===== src/rtl/ivr_pkg.sv =====
package ivr_pkg;
    typedef enum logic [2:0] {
        ST_IDLE,
        ST_FIRST,
        ST_SECOND,
        ST_MERGE,
        ST_RESP
    } ivr_state_e;

    typedef enum logic [1:0] {
        SZ_BYTE = 2'd0,
        SZ_HALF = 2'd1,
        SZ_WORD = 2'd2,
        SZ_ALT  = 2'd3
    } ivr_size_e;

    localparam int OFF_VECTOR = 0;
    localparam int OFF_MASK   = 2;
endpackage


===== src/rtl/ivr_status.sv =====
module ivr_status #(
    parameter int NUM_SRC   = 16,
    parameter int REG_W     = 16,
    parameter int VEC_SHIFT = 2
) (
    input  logic               clk,
    input  logic               rst_n,
    input  logic [NUM_SRC-1:0] irq_req,
    input  logic [REG_W-1:0]   mask,
    output logic               irq_any,
    output logic [REG_W-1:0]   vec_code
);
    localparam int IDX_W = (NUM_SRC > 1) ? $clog2(NUM_SRC) : 1;

    logic [NUM_SRC-1:0] status_q;
    logic [NUM_SRC-1:0] pend;
    logic [IDX_W-1:0]   low_idx;
    logic               found;

    always_ff @(posedge clk or negedge rst_n) begin
        if (!rst_n) status_q <= '0;
        else        status_q <= irq_req;
    end

    for (genvar g = 0; g < NUM_SRC; g++) begin : g_pend
        assign pend[g] = status_q[g] & mask[g];
    end

    always_comb begin
        low_idx = '0;
        found   = 1'b0;
        for (int i = NUM_SRC - 1; i >= 0; i--) begin
            if (pend[i]) begin
                low_idx = IDX_W'(i);
                found   = 1'b1;
            end
        end
    end

    assign irq_any  = |pend;
    assign vec_code = found ? REG_W'((32'(low_idx) + 32'd1) << VEC_SHIFT) : '0;


    status_track_chk: assert property (@(posedge clk) disable iff (!rst_n)
        $past(rst_n) |-> status_q == $past(irq_req));
endmodule


===== src/rtl/ivr_regfile.sv =====
module ivr_regfile #(
    parameter int ADDR_W = 12,
    parameter int REG_W  = 16
) (
    input  logic              clk,
    input  logic              rst_n,
    input  logic [ADDR_W-1:0] acc_addr,
    input  logic              acc_we,
    input  logic [REG_W-1:0]  acc_wdata,
    input  logic [REG_W-1:0]  vec_code,
    output logic [REG_W-1:0]  acc_rdata,
    output logic [REG_W-1:0]  mask
);
    import ivr_pkg::*;

    logic [REG_W-1:0] mask_q;
    logic             hit_vec;
    logic             hit_mask;

    assign hit_vec  = (acc_addr == ADDR_W'(OFF_VECTOR));
    assign hit_mask = (acc_addr == ADDR_W'(OFF_MASK));

    always_ff @(posedge clk or negedge rst_n) begin
        if (!rst_n)                 mask_q <= '0;
        else if (acc_we && hit_mask) mask_q <= acc_wdata;
    end

    always_comb begin
        if (hit_vec)       acc_rdata = vec_code;
        else if (hit_mask) acc_rdata = mask_q;
        else               acc_rdata = '0;
    end

    assign mask = mask_q;


    mask_write_only_chk: assert property (@(posedge clk) disable iff (!rst_n)
        !$stable(mask_q) |-> $past(acc_we && acc_addr == ADDR_W'(OFF_MASK)));
endmodule


===== src/rtl/ivr_access_fsm.sv =====
module ivr_access_fsm #(
    parameter int ADDR_W = 12,
    parameter int REG_W  = 16
) (
    input  logic                clk,
    input  logic                rst_n,
    input  logic                req_valid,
    output logic                req_ready,
    input  logic                req_write,
    input  logic [1:0]          req_size,
    input  logic [ADDR_W-1:0]   req_addr,
    input  logic [2*REG_W-1:0]  req_wdata,
    output logic                rsp_valid,
    output logic [2*REG_W-1:0]  rsp_rdata,
    output logic [ADDR_W-1:0]   acc_addr,
    output logic                acc_we,
    output logic [REG_W-1:0]    acc_wdata,
    input  logic [REG_W-1:0]    acc_rdata
);
    import ivr_pkg::*;

    localparam int DATA_W = 2 * REG_W;
    localparam int LANE_W = REG_W / 2;

    ivr_state_e state_q, state_d;

    logic              op_write;
    ivr_size_e         op_size;
    logic [ADDR_W-1:0] op_addr;
    logic [DATA_W-1:0] op_wdata;
    logic [REG_W-1:0]  lo_q;
    logic [REG_W-1:0]  hi_q;

    logic [ADDR_W-1:0] aligned_addr;
    logic [ADDR_W-1:0] upper_addr;
    logic [REG_W-1:0]  merged;
    logic [DATA_W-1:0] read_result;

    assign aligned_addr = {op_addr[ADDR_W-1:1], 1'b0};
    assign upper_addr   = op_addr + ADDR_W'(2);
    assign merged = op_addr[0] ? {op_wdata[LANE_W-1:0], lo_q[LANE_W-1:0]}
                               : {lo_q[REG_W-1:LANE_W], op_wdata[LANE_W-1:0]};

    // state register
    always_ff @(posedge clk or negedge rst_n) begin
        if (!rst_n) state_q <= ST_IDLE;
        else        state_q <= state_d;
    end

    // next state
    always_comb begin
        state_d = state_q;
        unique case (state_q)
            ST_IDLE:   if (req_valid) state_d = ST_FIRST;
            ST_FIRST: begin
                if (op_size == SZ_WORD)                   state_d = ST_SECOND;
                else if (op_size == SZ_BYTE && op_write)  state_d = ST_MERGE;
                else                                      state_d = ST_RESP;
            end
            ST_SECOND: state_d = ST_RESP;
            ST_MERGE:  state_d = ST_RESP;
            ST_RESP:   state_d = ST_IDLE;
            default:   state_d = ST_IDLE;
        endcase
    end

    // request latch and read capture
    always_ff @(posedge clk or negedge rst_n) begin
        if (!rst_n) begin
            op_write <= 1'b0;
            op_size  <= SZ_HALF;
            op_addr  <= '0;
            op_wdata <= '0;
            lo_q     <= '0;
            hi_q     <= '0;
        end else begin
            if (state_q == ST_IDLE && req_valid) begin
                op_write <= req_write;
                op_size  <= ivr_size_e'(req_size);
                op_addr  <= req_addr;
                op_wdata <= req_wdata;
                lo_q     <= '0;
                hi_q     <= '0;
            end
            if (state_q == ST_FIRST)  lo_q <= acc_rdata;
            if (state_q == ST_SECOND) hi_q <= acc_rdata;
        end
    end

    always_comb begin
        unique case (op_size)
            SZ_BYTE: read_result = op_addr[0] ? DATA_W'(lo_q[REG_W-1:LANE_W])
                                              : DATA_W'(lo_q[LANE_W-1:0]);
            SZ_WORD: read_result = {hi_q, lo_q};
            default: read_result = DATA_W'(lo_q);
        endcase
    end

    // outputs
    always_comb begin
        req_ready = 1'b0;
        rsp_valid = 1'b0;
        rsp_rdata = '0;
        acc_addr  = op_addr;
        acc_we    = 1'b0;
        acc_wdata = op_wdata[REG_W-1:0];
        unique case (state_q)
            ST_IDLE: req_ready = 1'b1;
            ST_FIRST: begin
                acc_addr = (op_size == SZ_BYTE) ? aligned_addr : op_addr;
                acc_we   = op_write && (op_size != SZ_BYTE);
            end
            ST_SECOND: begin
                acc_addr  = upper_addr;
                acc_we    = op_write;
                acc_wdata = op_wdata[DATA_W-1:REG_W];
            end
            ST_MERGE: begin
                acc_addr  = aligned_addr;
                acc_we    = 1'b1;
                acc_wdata = merged;
            end
            ST_RESP: begin
                rsp_valid = 1'b1;
                rsp_rdata = op_write ? '0 : read_result;
            end
            default: ;
        endcase
    end


    resp_pulse_chk: assert property (@(posedge clk) disable iff (!rst_n)
        rsp_valid |=> !rsp_valid);

    accept_busy_chk: assert property (@(posedge clk) disable iff (!rst_n)
        (req_valid && req_ready) |=> !req_ready);

    write_rsp_zero_chk: assert property (@(posedge clk) disable iff (!rst_n)
        (rsp_valid && op_write) |-> rsp_rdata == '0);
endmodule


===== src/rtl/irq_vector_regs.sv =====
module irq_vector_regs #(
    parameter int NUM_SRC   = 16,
    parameter int ADDR_W    = 12,
    parameter int REG_W     = 16,
    parameter int VEC_SHIFT = 2
) (
    input  logic               clk,
    input  logic               rst_n,
    input  logic [NUM_SRC-1:0] irq_req,
    input  logic               req_valid,
    output logic               req_ready,
    input  logic               req_write,
    input  logic [1:0]         req_size,
    input  logic [ADDR_W-1:0]  req_addr,
    input  logic [2*REG_W-1:0] req_wdata,
    output logic               rsp_valid,
    output logic [2*REG_W-1:0] rsp_rdata,
    output logic               irq_out
);
    logic [ADDR_W-1:0] acc_addr;
    logic              acc_we;
    logic [REG_W-1:0]  acc_wdata;
    logic [REG_W-1:0]  acc_rdata;
    logic [REG_W-1:0]  mask;
    logic [REG_W-1:0]  vec_code;

    ivr_access_fsm #(.ADDR_W(ADDR_W), .REG_W(REG_W)) u_fsm (
        .clk       (clk),
        .rst_n     (rst_n),
        .req_valid (req_valid),
        .req_ready (req_ready),
        .req_write (req_write),
        .req_size  (req_size),
        .req_addr  (req_addr),
        .req_wdata (req_wdata),
        .rsp_valid (rsp_valid),
        .rsp_rdata (rsp_rdata),
        .acc_addr  (acc_addr),
        .acc_we    (acc_we),
        .acc_wdata (acc_wdata),
        .acc_rdata (acc_rdata)
    );

    ivr_regfile #(.ADDR_W(ADDR_W), .REG_W(REG_W)) u_regs (
        .clk       (clk),
        .rst_n     (rst_n),
        .acc_addr  (acc_addr),
        .acc_we    (acc_we),
        .acc_wdata (acc_wdata),
        .vec_code  (vec_code),
        .acc_rdata (acc_rdata),
        .mask      (mask)
    );

    ivr_status #(.NUM_SRC(NUM_SRC), .REG_W(REG_W), .VEC_SHIFT(VEC_SHIFT)) u_status (
        .clk      (clk),
        .rst_n    (rst_n),
        .irq_req  (irq_req),
        .mask     (mask),
        .irq_any  (irq_out),
        .vec_code (vec_code)
    );


    irq_vec_agree_chk: assert property (@(posedge clk) disable iff (!rst_n)
        irq_out == (vec_code != '0));

    reset_quiet_chk: assert property (@(posedge clk)
        !rst_n |-> (!irq_out && !rsp_valid));
endmodule


===== config.mk =====
export PLATFORM = sky130hd
export DESIGN_NAME = irq_vector_regs
export DESIGN_NICKNAME = d
export VERILOG_FILES = /design/src/rtl/ivr_pkg.sv /design/src/rtl/ivr_status.sv /design/src/rtl/ivr_regfile.sv /design/src/rtl/ivr_access_fsm.sv /design/src/rtl/irq_vector_regs.sv
export SDC_FILE = /design/constraint.sdc
export NUM_CORES = 1
export LEC_CHECK = 0
export ABC_CLOCK_PERIOD_IN_PS = 4400
export BUFFER_PORTS_ARGS = -buffer_cell sky130_fd_sc_hd__buf_2
export CELL_PAD_IN_SITES_DETAIL_PLACEMENT = 1
export CELL_PAD_IN_SITES_GLOBAL_PLACEMENT = 2
export CORE_MARGIN = 2
export CORE_UTILIZATION = 39
export CTS_CLUSTER_SIZE = 40
export DETAILED_ROUTE_END_ITERATION = 16
export GPL_TIMING_DRIVEN = 1
export PLACE_DENSITY = 0.84
export SYNTH_ARGS = -nofsm -noshare
export SYNTH_HDL_FRONTEND = slang
export SYNTH_SLANG_ARGS = --single-unit

===== constraint.sdc =====
create_clock -name clk -period 4.4 [get_ports clk]
set_clock_uncertainty 0.05 [all_clocks]
set_input_delay 0.88 -clock clk [delete_from_list [all_inputs] [get_ports clk]]
set_output_delay 0.88 -clock clk [all_outputs]
set_load 0.05 [all_outputs]

==> impl_metrics.json, run 1 <==
{
  "path_cells": "inv_1 -> nor3_1 -> buf_4 -> nand2_1 -> a21oi_1 -> buf_2",
  "rsz0062_at_grt": "no",
  "cts_buffers": 17,
  "syn_area_sq_um": 5489,
  "critPathRequiredTime_ps": 3470,
  "crit_slowest_cell": "dfrtp_1",
  "pin_count": 101,
  "whs_path_depth": 1,
  "portBuffers": 100,
  "avgRoutedWirePerCell_um": 19.74,
  "gp_congestion": 0.8669,
  "ys_warn_count": 0,
  "netlist-cell-type-count": 57,
  "ir_drop_uv": 311.1,
  "synthFlopType": "dfrtp_1",
  "slew-limit-headroom_pct": 32.56,
  "regToRegEndpoint": "u_regs.mask[5]",
  "post_cts_resized": 0,
  "synth_seq_area_share_pct": 51.99,
  "diodes": 0,
  "drive_gt1_share_pct": 39.09,
  "overflow": 0,
  "synth_area_leaders": "dfrtp_1 (52%), mux2_2 (11%), a22o_1 (3.8%), nand2_1 (3.6%), and2_1 (3.2%)",
  "layout.nets": 646,
  "die_width_um": 122.6,
  "setup_viol": 0,
  "worstSetupPathType": "flip-flop to output port",
  "worst_r2r_path_depth": 7,
  "yosysTopAreaCell": "dfrtp_1",
  "min-delay-start": "u_fsm.hi_q[8]",
  "switching_share_pct": 35.94,
  "rrSetupSlack_ps": 1550,
  "hold_class": "flip-flop to flip-flop",
  "h-tree-depth": 4,
  "root_buffer": "clkbuf_16",
  "row_count": 43,
  "clockBufferDepth": 2,
  "synth_edf_count": 0,
  "cpPeakStageDelay_ps": 790,
  "grtUsageMet2_pct": 34.48,
  "pwr-share-seq_pct": 39.2,
  "postCtsSetupBuffers": 0,
  "postSynthCellCount": 477,
  "die_h_um": 122.6,
  "p_leak_nw": 3.110,
  "period_share_pct": 79.81,
  "ant_nets": 0,
  "drtIter0Drc": 195,
  "fmax_ghz": 0.2848,
  "grt_pass1_vias": 4445,
  "pwr_density_cell_nw_per_um2": 600.6,
  "tns_ps": 0,
  "grt-busiest-layer": "met2",
  "internal_power_mw": 2.575,
  "cp_data_arrival_time_ps": 2580,
  "num-fill-cells": 1500,
  "worstSkewPairLatency_ps": 430,
  "ys_ff_latch": 114,
  "die-area_sq_um": 15040,
  "dp_hpwl_mm": 11.08,
  "p_comb_share_pct": 27.9,
  "async_reset_ff_share_pct": 100.0,
  "drc_errors": 0,
  "vias_per_cell": 5.501,
  "cts_hold_buf": 0,
  "initial_core_util_pct": 39.70,
  "avgSynthCellArea_sq_um": 11.51,
  "syn_to_final_growth_pct": 21.95,
  "drt_pass1_iterations": 4,
  "met3_usage_pct": 4.043,
  "finalCoreUtilization_pct": 48.41,
  "hold_viol_final": 0,
  "cp_max_fo": 16,
  "synth_nets": 545,
  "grt_pass1_wl_mm": 24.24,
  "end_kind": "output port",
  "status": "complete, no violations",
  "cts.sinks": 114,
  "finalPower_mw": 4.020,
  "grt_util_all_layers_pct": 21.63,
  "routed_wl_mm": 15.22,
  "min_to": "u_fsm.hi_q[8]",
  "synth_top_area_share_pct": 51.52,
  "core_region_area_sq_um": 13830,
  "antenna_found_initial": 0,
  "use_met1_pct": 29.20,
  "slew_viol_final": 0,
  "crit_path_start_kind": "flip-flop",
  "min_period_ps": 3512,
  "drv_cap": 0,
  "grt_max_degree": 74,
  "path_clk_slew_ps": 60,
  "r2r-start": "u_fsm.op_addr[1]",
  "cts_tree": "yes",
  "vias": 4241,
  "tightest_slew_ps": 1008,
  "clkPwrFrac_pct": 33.0,
  "switchingPower_mw": 1.445
}
layout make-up:
type | count | area [sq um] | area share [%]
clock inverters | 15 | 148.9 | 2.224
clock buffers | 17 | 425.4 | 6.355
flip-flops and latches | 114 | 2854 | 42.64
well taps | 180 | 225.2 | 3.364
multi-input cells | 335 | 2474 | 36.95
repair buffers | 107 | 555.5 | 8.299
inverters | 3 | 11.26 | 0.1682
flip-flops by register name, indices dropped and copies added, names as in the netlist:
register,cells
u_regs.mask,16
u_fsm.op_write,1
u_fsm.op_wdata,32
u_fsm.state_q,3
u_fsm.hi_q,16
u_fsm.lo_q,16
u_fsm.op_addr,12
u_status.status_q,16
u_fsm.op_size,2
Yosys cell counts, types with 4 or more instances:
master      n
mux2i_1     8
o21ai_0    28
or3_1       4
dfrtp_1   113
nand3_1     5
mux2_4     10
clkbuf_1   10
nor2b_1     6
a22o_2     15
and2_1     28
a21oi_1    22
a22o_1     24
nor2_1     14
o22ai_1     9
nand2_1    53
buf_2       6
nor3_1      4
nand2b_1    4
mux2_2     52
per-layer routing:
| metal | routed length, um | vias up |
|---|---|---|
| li1 | - | 1961 |
| met1 | 6884 | 2142 |
| met2 | 7308 | 115 |
| met3 | 749 | 23 |
| met4 | 279 | 0 |
| met5 | 0 | - |
worst max-delay path by stage:
stage	from	to	slack [ps]	cells past startpoint
2_1_floorplan	u_fsm.state_q[0]	rsp_rdata[21]	320	7
3_3_place_gp	u_fsm.op_addr[0]	rsp_rdata[2]	1410	6
3_5_place_dp	u_fsm.op_addr[0]	rsp_rdata[5]	1390	6
4_1_cts	u_fsm.op_addr[0]	rsp_rdata[3]	920	6
5_1_grt	u_fsm.op_addr[0]	rsp_rdata[6]	710	6
6_report	u_fsm.op_addr[0]	rsp_rdata[3]	890	6
through the flow:
| step | cells | hold WS, ps | worst slack [ps] | area, sq um |
|---|---|---|---|---|
| 2_1_floorplan | 477 | 399.1 | 323.6 | 5489 |
| 3_3_place_gp | 739 | 436.0 | 1407 | 6120 |
| 3_5_place_dp | 739 | 444.6 | 1387 | 6120 |
| 4_1_cts | 771 | 457.0 | 920.6 | 6694 |
| 5_1_grt | 771 | 467.5 | 708.3 | 6694 |
| 6_report | 771 | 444.5 | 888.5 | 6694 |
power groups by stage:
stage | Sequential (mW) | Combinational [mW] | Clock (mW)
2_1_floorplan | 1.44 | 0.931 | 0
3_3_place_gp | 1.57 | 1.07 | 0
3_5_place_dp | 1.58 | 1.12 | 0
4_1_cts | 1.57 | 1.13 | 1.35
5_1_grt | 1.61 | 1.24 | 1.40
6_report | 1.57 | 1.12 | 1.33
worst max-delay path, delay by kind of cell (launching register included):
| kind | cells | cell delay, ps |
|---|---|---|
| AO/OA/AOI/OAI | 1 | 230 |
| buffers and inverters | 3 | 780 |
| flip-flops | 1 | 790 |
| AND/OR/NAND/NOR | 2 | 360 |
cells by family (layout without fill, tap and decap cells):
kind of cell,count (synthesis),count (layout),synth area share (%)
compound gates,123,123,16.09
xor+xnor,3,3,0.4788
fa+ha+maj,2,2,0.4558
buf+inv,28,142,2.963
flops,114,114,51.99
mux,70,70,14.86
simple gates,137,137,13.15
cells in the final DEF (no fill, tap or decap), types with 2 or more instances in the layout:
master      Yosys  routed
a31o_2          2       2
clkbuf_16       0      17
mux2_2         52      52
nor3b_1         3       3
dfrtp_1       113     113
nand4_1         2       2
clkinv_4        0       3
o21ai_0        28      28
a32oi_1         3       3
inv_6           0       5
a31oi_1         3       3
o211ai_1        2       2
or3_1           4       4
nand2b_1        4       4
a311oi_1        2       2
mux2_4         10      10
a21oi_1        22      22
nand2_1        53      53
clkinvlp_4      0       5
nor2_1         14      14
nor2b_1         6       6
buf_4           1       8
o22ai_1         9       9
xnor2_1         2       2
a22o_2         15      15
and2_1         28      27
or2b_2          2       2
ha_1            2       2
nor3_1          4       4
nor4_1          2       2
buf_2           6      99
a22o_1         24      24
a22oi_1         3       3
inv_1           3       3
mux2i_1         8       8
nand3_1         5       5
a32o_1          3       3
No activity file was read; power rests on OpenSTA's default activity.
==> inputs of run 2 (changes only) <==
ABC_CLOCK_PERIOD_IN_PS = 2850   (was 4400)
CORE_UTILIZATION = 33   (was 39)
PLACE_DENSITY = 0.75   (was 0.84)
clock period = 2.85 ns   (was 4.4 ns; I/O delays follow)
==> impl_metrics.json, run 2 (synthesis gave the netlist of run 1 again) <==
{
  "status": "complete, no violations",
  "pin_count": 101,
  "cts_buffers": 17,
  "cp_data_arrival_time_ps": 2160,
  "setup_viol": 0,
  "switching_share_pct": 33.44,
  "ant_nets": 0,
  "switchingPower_mw": 2.143,
  "core_region_area_sq_um": 16410,
  "clockBufferDepth": 2,
  "grt_pass1_wl_mm": 25.41,
  "die_width_um": 133.0,
  "die-area_sq_um": 17680,
  "path_clk_slew_ps": 50,
  "slew_viol_final": 0,
  "die_h_um": 133.0,
  "gp_congestion": 0.8850,
  "finalPower_mw": 6.408,
  "drtIter0Drc": 237,
  "max_flop_register": "u_fsm.op_wdata",
  "overflow": 0,
  "internal_power_mw": 4.265,
  "routed_wl_mm": 15.70,
  "crit_path_start_kind": "flip-flop",
  "root_buffer": "clkbuf_16",
  "cts_tree": "yes",
  "fmax_ghz": 0.3601,
  "avgRoutedWirePerCell_um": 19.17,
  "path_cells": "a22o_1 -> or4_1 -> nand4b_4 -> buf_6",
  "grt_pass1_vias": 4573,
  "hold_class": "input port to asynchronous set/reset pin",
  "path_buf_inv": 1,
  "antenna_found_initial": 0,
  "drive_gt1_share_pct": 42.40,
  "worstSetupPathType": "flip-flop to output port",
  "dp_hpwl_mm": 11.69,
  "cp_max_fo": 5,
  "p_leak_nw": 3.195,
  "layout_common_cells": "dfrtp_1 (111), buf_2 (82), nand2_1 (53)",
  "diodes": 0,
  "pwr-share-seq_pct": 36.9,
  "pwr_density_cell_nw_per_um2": 921.6,
  "row_count": 47,
  "hold_viol_final": 0,
  "worstSkewPairLatency_ps": 420,
  "timing.final.ws_setup_ps": 72.94,
  "p_comb_share_pct": 29.8,
  "worst_r2r_path_depth": 7,
  "grt_util_all_layers_pct": 18.87,
  "syn_to_final_growth_pct": 26.67,
  "layout.nets": 654,
  "cts.sinks": 114,
  "slew-limit-headroom_pct": 31.21,
  "drt_pass1_iterations": 4,
  "portBuffers": 100,
  "path_depth": 4,
  "ir_drop_uv": 476.3,
  "cpPeakStageDelay_ps": 580,
  "tightest_slew_ps": 1028,
  "tns_ps": 0,
  "initial_core_util_pct": 33.46,
  "drc_errors": 0,
  "clkPwrFrac_pct": 33.3,
  "largest_reg_flops": 32,
  "final_common_cell": "dfrtp_1",
  "critPathRequiredTime_ps": 2230,
  "end_kind": "output port",
  "h-tree-depth": 4,
  "period_share_pct": 97.44,
  "crit_slowest_cell": "or4_1",
  "min_period_ps": 2777,
  "rsz0062_at_grt": "no",
  "place_ws_ps": 235.8,
  "vias_per_cell": 5.171,
  "vias": 4235,
  "grt_max_degree": 87,
  "drv_cap": 0,
  "critPathTopFamily": "simple AND/OR/NAND/NOR gates"
}
[run 2: power groups by stage]
stage	Clock [mW]	Sequential (mW)	Combinational, mW
after floorplan	0	2.22	1.46
after global placement	0	2.37	1.81
after detailed placement	0	2.39	1.87
after CTS	2.19	2.37	1.90
after global routing	2.25	2.43	2.11
final	2.13	2.37	1.91
[run 2: per-stage QoR]
stage	cell area, sq um	hold WS (ps)	instances	util [%]
floorplan	5523	224.4	477	-
global placement	6266	436.2	784	38.19
detailed placement	6266	441.0	784	38.19
CTS	6902	18.17	816	42.07
global route	6953	31.96	819	42.38
finish	6953	20.37	819	42.38
[run 2: what timing repair did]
action                     in CTS  in global routing
setup endpoints to repair      25                 25
hold buffers                    0                  0
buffers inserted                0                  3
resized for setup              15                 11
[run 2: final timing paths]
kind                                  start               endpoint  slack (ps)
max                          u_regs.mask[8]                irq_out          70
min                                   rst_n         u_fsm.op_write          20
max reg2reg                u_fsm.op_addr[2]        u_regs.mask[15]         270
min reg2reg                  u_fsm.hi_q[12]         u_fsm.hi_q[12]         450
max in group asynchronous             rst_n   u_status.status_q[9]        1960
min in group clk                irq_req[13]  u_status.status_q[13]         210
[run 2: routing by layer]
metal	up-vias	routed length, um	global-route usage (%)	part of all wire, %
met5	-	0	0	0
met4	0	234	5.615	1.5
met3	21	753	5.939	4.8
met2	105	7210	29.50	46
met1	2139	7499	25.20	48
li1	1970	-	-	-
[run 2: layout make-up]
cell class,instances,area (sq um)
fill,1776,9454
sequential,114,2856
multi-input combinational,335,2522
timing repair buffer,115,690.7
clock buffer,22,464.2
tap,220,275.3
clock inverter,10,132.6
inverter,3,11.26
==> inputs of run 3 (changes only) <==
PLACE_DENSITY = 0.73   (was 0.75)
==> impl_metrics.json, run 3 (synthesis gave the netlist of run 1 again) <==
{
  "vias": 4252,
  "tns_ps": 0,
  "overflow": 0,
  "pwr_density_cell_nw_per_um2": 928.3,
  "root_buffer": "clkbuf_16",
  "grt_max_degree": 52,
  "final_common_cell": "dfrtp_1",
  "end_kind": "output port",
  "drtIter0Drc": 176,
  "fmax_ghz": 0.3651,
  "timing.final.ws_setup_ps": 111.1,
  "path_cells": "a22o_1 -> or4_1 -> nand4b_4 -> buf_6",
  "worstSetupPathType": "flip-flop to output port",
  "timing.hold.ws_ps": 59.11,
  "max_flop_register": "u_fsm.op_wdata",
  "antenna_found_initial": 0,
  "status": "complete, no violations",
  "cts_tree": "yes",
  "grt_pass1_vias": 4620,
  "path_buf_inv": 1,
  "diodes": 0,
  "setup_viol": 0,
  "h-tree-depth": 4,
  "die-area_sq_um": 17680,
  "tightest_slew_ps": 1109,
  "layout_common_cells": "dfrtp_1 (111), buf_2 (82), nand2_1 (53)",
  "cp_data_arrival_time_ps": 2120,
  "period_share_pct": 96.10,
  "place_ws_ps": 220.3,
  "worstSkewPairLatency_ps": 420,
  "cts_hold_buf": 0,
  "crit_start": "u_regs.mask[9]",
  "rsz0062_at_grt": "no",
  "slew_viol_final": 0,
  "initial_core_util_pct": 33.46,
  "dp_hpwl_mm": 11.91,
  "gp_congestion": 0.8286,
  "drc_errors": 0,
  "rrSetupSlack_ps": 250,
  "portBuffers": 100,
  "p_leak_nw": 3.191,
  "drv_cap": 0,
  "crit_path_start_kind": "flip-flop",
  "row_count": 47,
  "cts_buffers": 17,
  "layout.cells.non_filler": 819,
  "die_width_um": 133.0,
  "drt_pass1_iterations": 4,
  "clockBufferDepth": 2,
  "r2r-start": "u_fsm.op_addr[2]",
  "cts.sinks": 114,
  "layout.nets": 654,
  "critPathRequiredTime_ps": 2230,
  "ir_drop_uv": 442.4,
  "grt_pass1_wl_mm": 25.94,
  "finalCoreUtilization_pct": 42.42,
  "hold_viol_final": 0,
  "hold_class": "input port to asynchronous set/reset pin",
  "pin_count": 101,
  "crit_slowest_cell": "or4_1",
  "vias_per_cell": 5.192,
  "largest_reg_flops": 32,
  "cpPeakStageDelay_ps": 560,
  "cp_max_fo": 5,
  "drive_gt1_share_pct": 42.74,
  "grt_util_all_layers_pct": 19.08,
  "avgRoutedWirePerCell_um": 19.46,
  "die_h_um": 133.0,
  "core_region_area_sq_um": 16410,
  "routed_wl_mm": 15.93,
  "dp.cells": 785,
  "path_clk_slew_ps": 60,
  "slew-limit-headroom_pct": 25.79,
  "min_period_ps": 2739,
  "critPathTopFamily": "simple AND/OR/NAND/NOR gates",
  "ant_nets": 0,
  "num-fill-cells": 1777,
  "syn_to_final_growth_pct": 26.78
}
run 3: cell types whose count changed in the layout (fill, tap and decap cells not counted), sizes merged:
| cell | previous run | this run |
|---|---|---|
| buf | 110 | 113 |
| clkinvlp | 3 | 5 |
| clkbuf | 27 | 21 |
| inv | 3 | 4 |
run 3: power by group:
group          switching [mW]  internal (mW)
Sequential              0.375           2.01
Combinational            1.05          0.841
Clock                   0.790           1.39
Total                    2.22           4.24
run 3: through the flow:
stage / total power, mW / cell area [sq um]
6_report: 6.461 / 6959
5_1_grt: 6.829 / 6959
4_1_cts: 6.487 / 6923
3_5_place_dp: 4.270 / 6274
3_3_place_gp: 4.192 / 6274
2_1_floorplan: 3.676 / 5523
run 3: worst paths after layout:
kind                                        end  cells after the start
max                                     irq_out                      4
min                            u_fsm.state_q[0]                      1
max reg2reg                      u_regs.mask[1]                      7
min reg2reg                       u_fsm.hi_q[1]                      1
max in group asynchronous    u_fsm.op_wdata[11]                      2
min in group clk           u_status.status_q[9]                      1
run 3: per-layer routing:
metal	wire, um	part of all wire (%)	track usage, %
met5	0	0	0
met4	402	2.5	7.527
met3	645	4.0	4.866
met2	7205	45	28.96
met1	7681	48	26.17
run 3: repair_timing:
action / CTS / global route
setup endpoints to repair: 25 / 25
resized for setup: 18 / 8
hold endpoints to repair: 0 / 0
pin swaps: 0 / 0
buffers inserted: 0 / 2
run 3: layout make-up:
| cell class | instances | area, sq um | area share (%) |
|---|---|---|---|
| sequential | 114 | 2856 | 41.05 |
| multi-input combinational | 335 | 2522 | 36.25 |
| clock buffer | 19 | 442.9 | 6.365 |
| timing repair buffer | 115 | 690.7 | 9.924 |
| clock inverter | 13 | 160.2 | 2.301 |
| inverter | 3 | 11.26 | 0.1618 |
| tap | 220 | 275.3 | 3.955 |
run 3: worst reg2reg max path: cells and delay by family, from the launching register on:
kind	cells	cell delay [ps]
compound gates	2	710
mux	1	410
fa+ha+maj	1	250
flops	1	430
simple gates	3	650
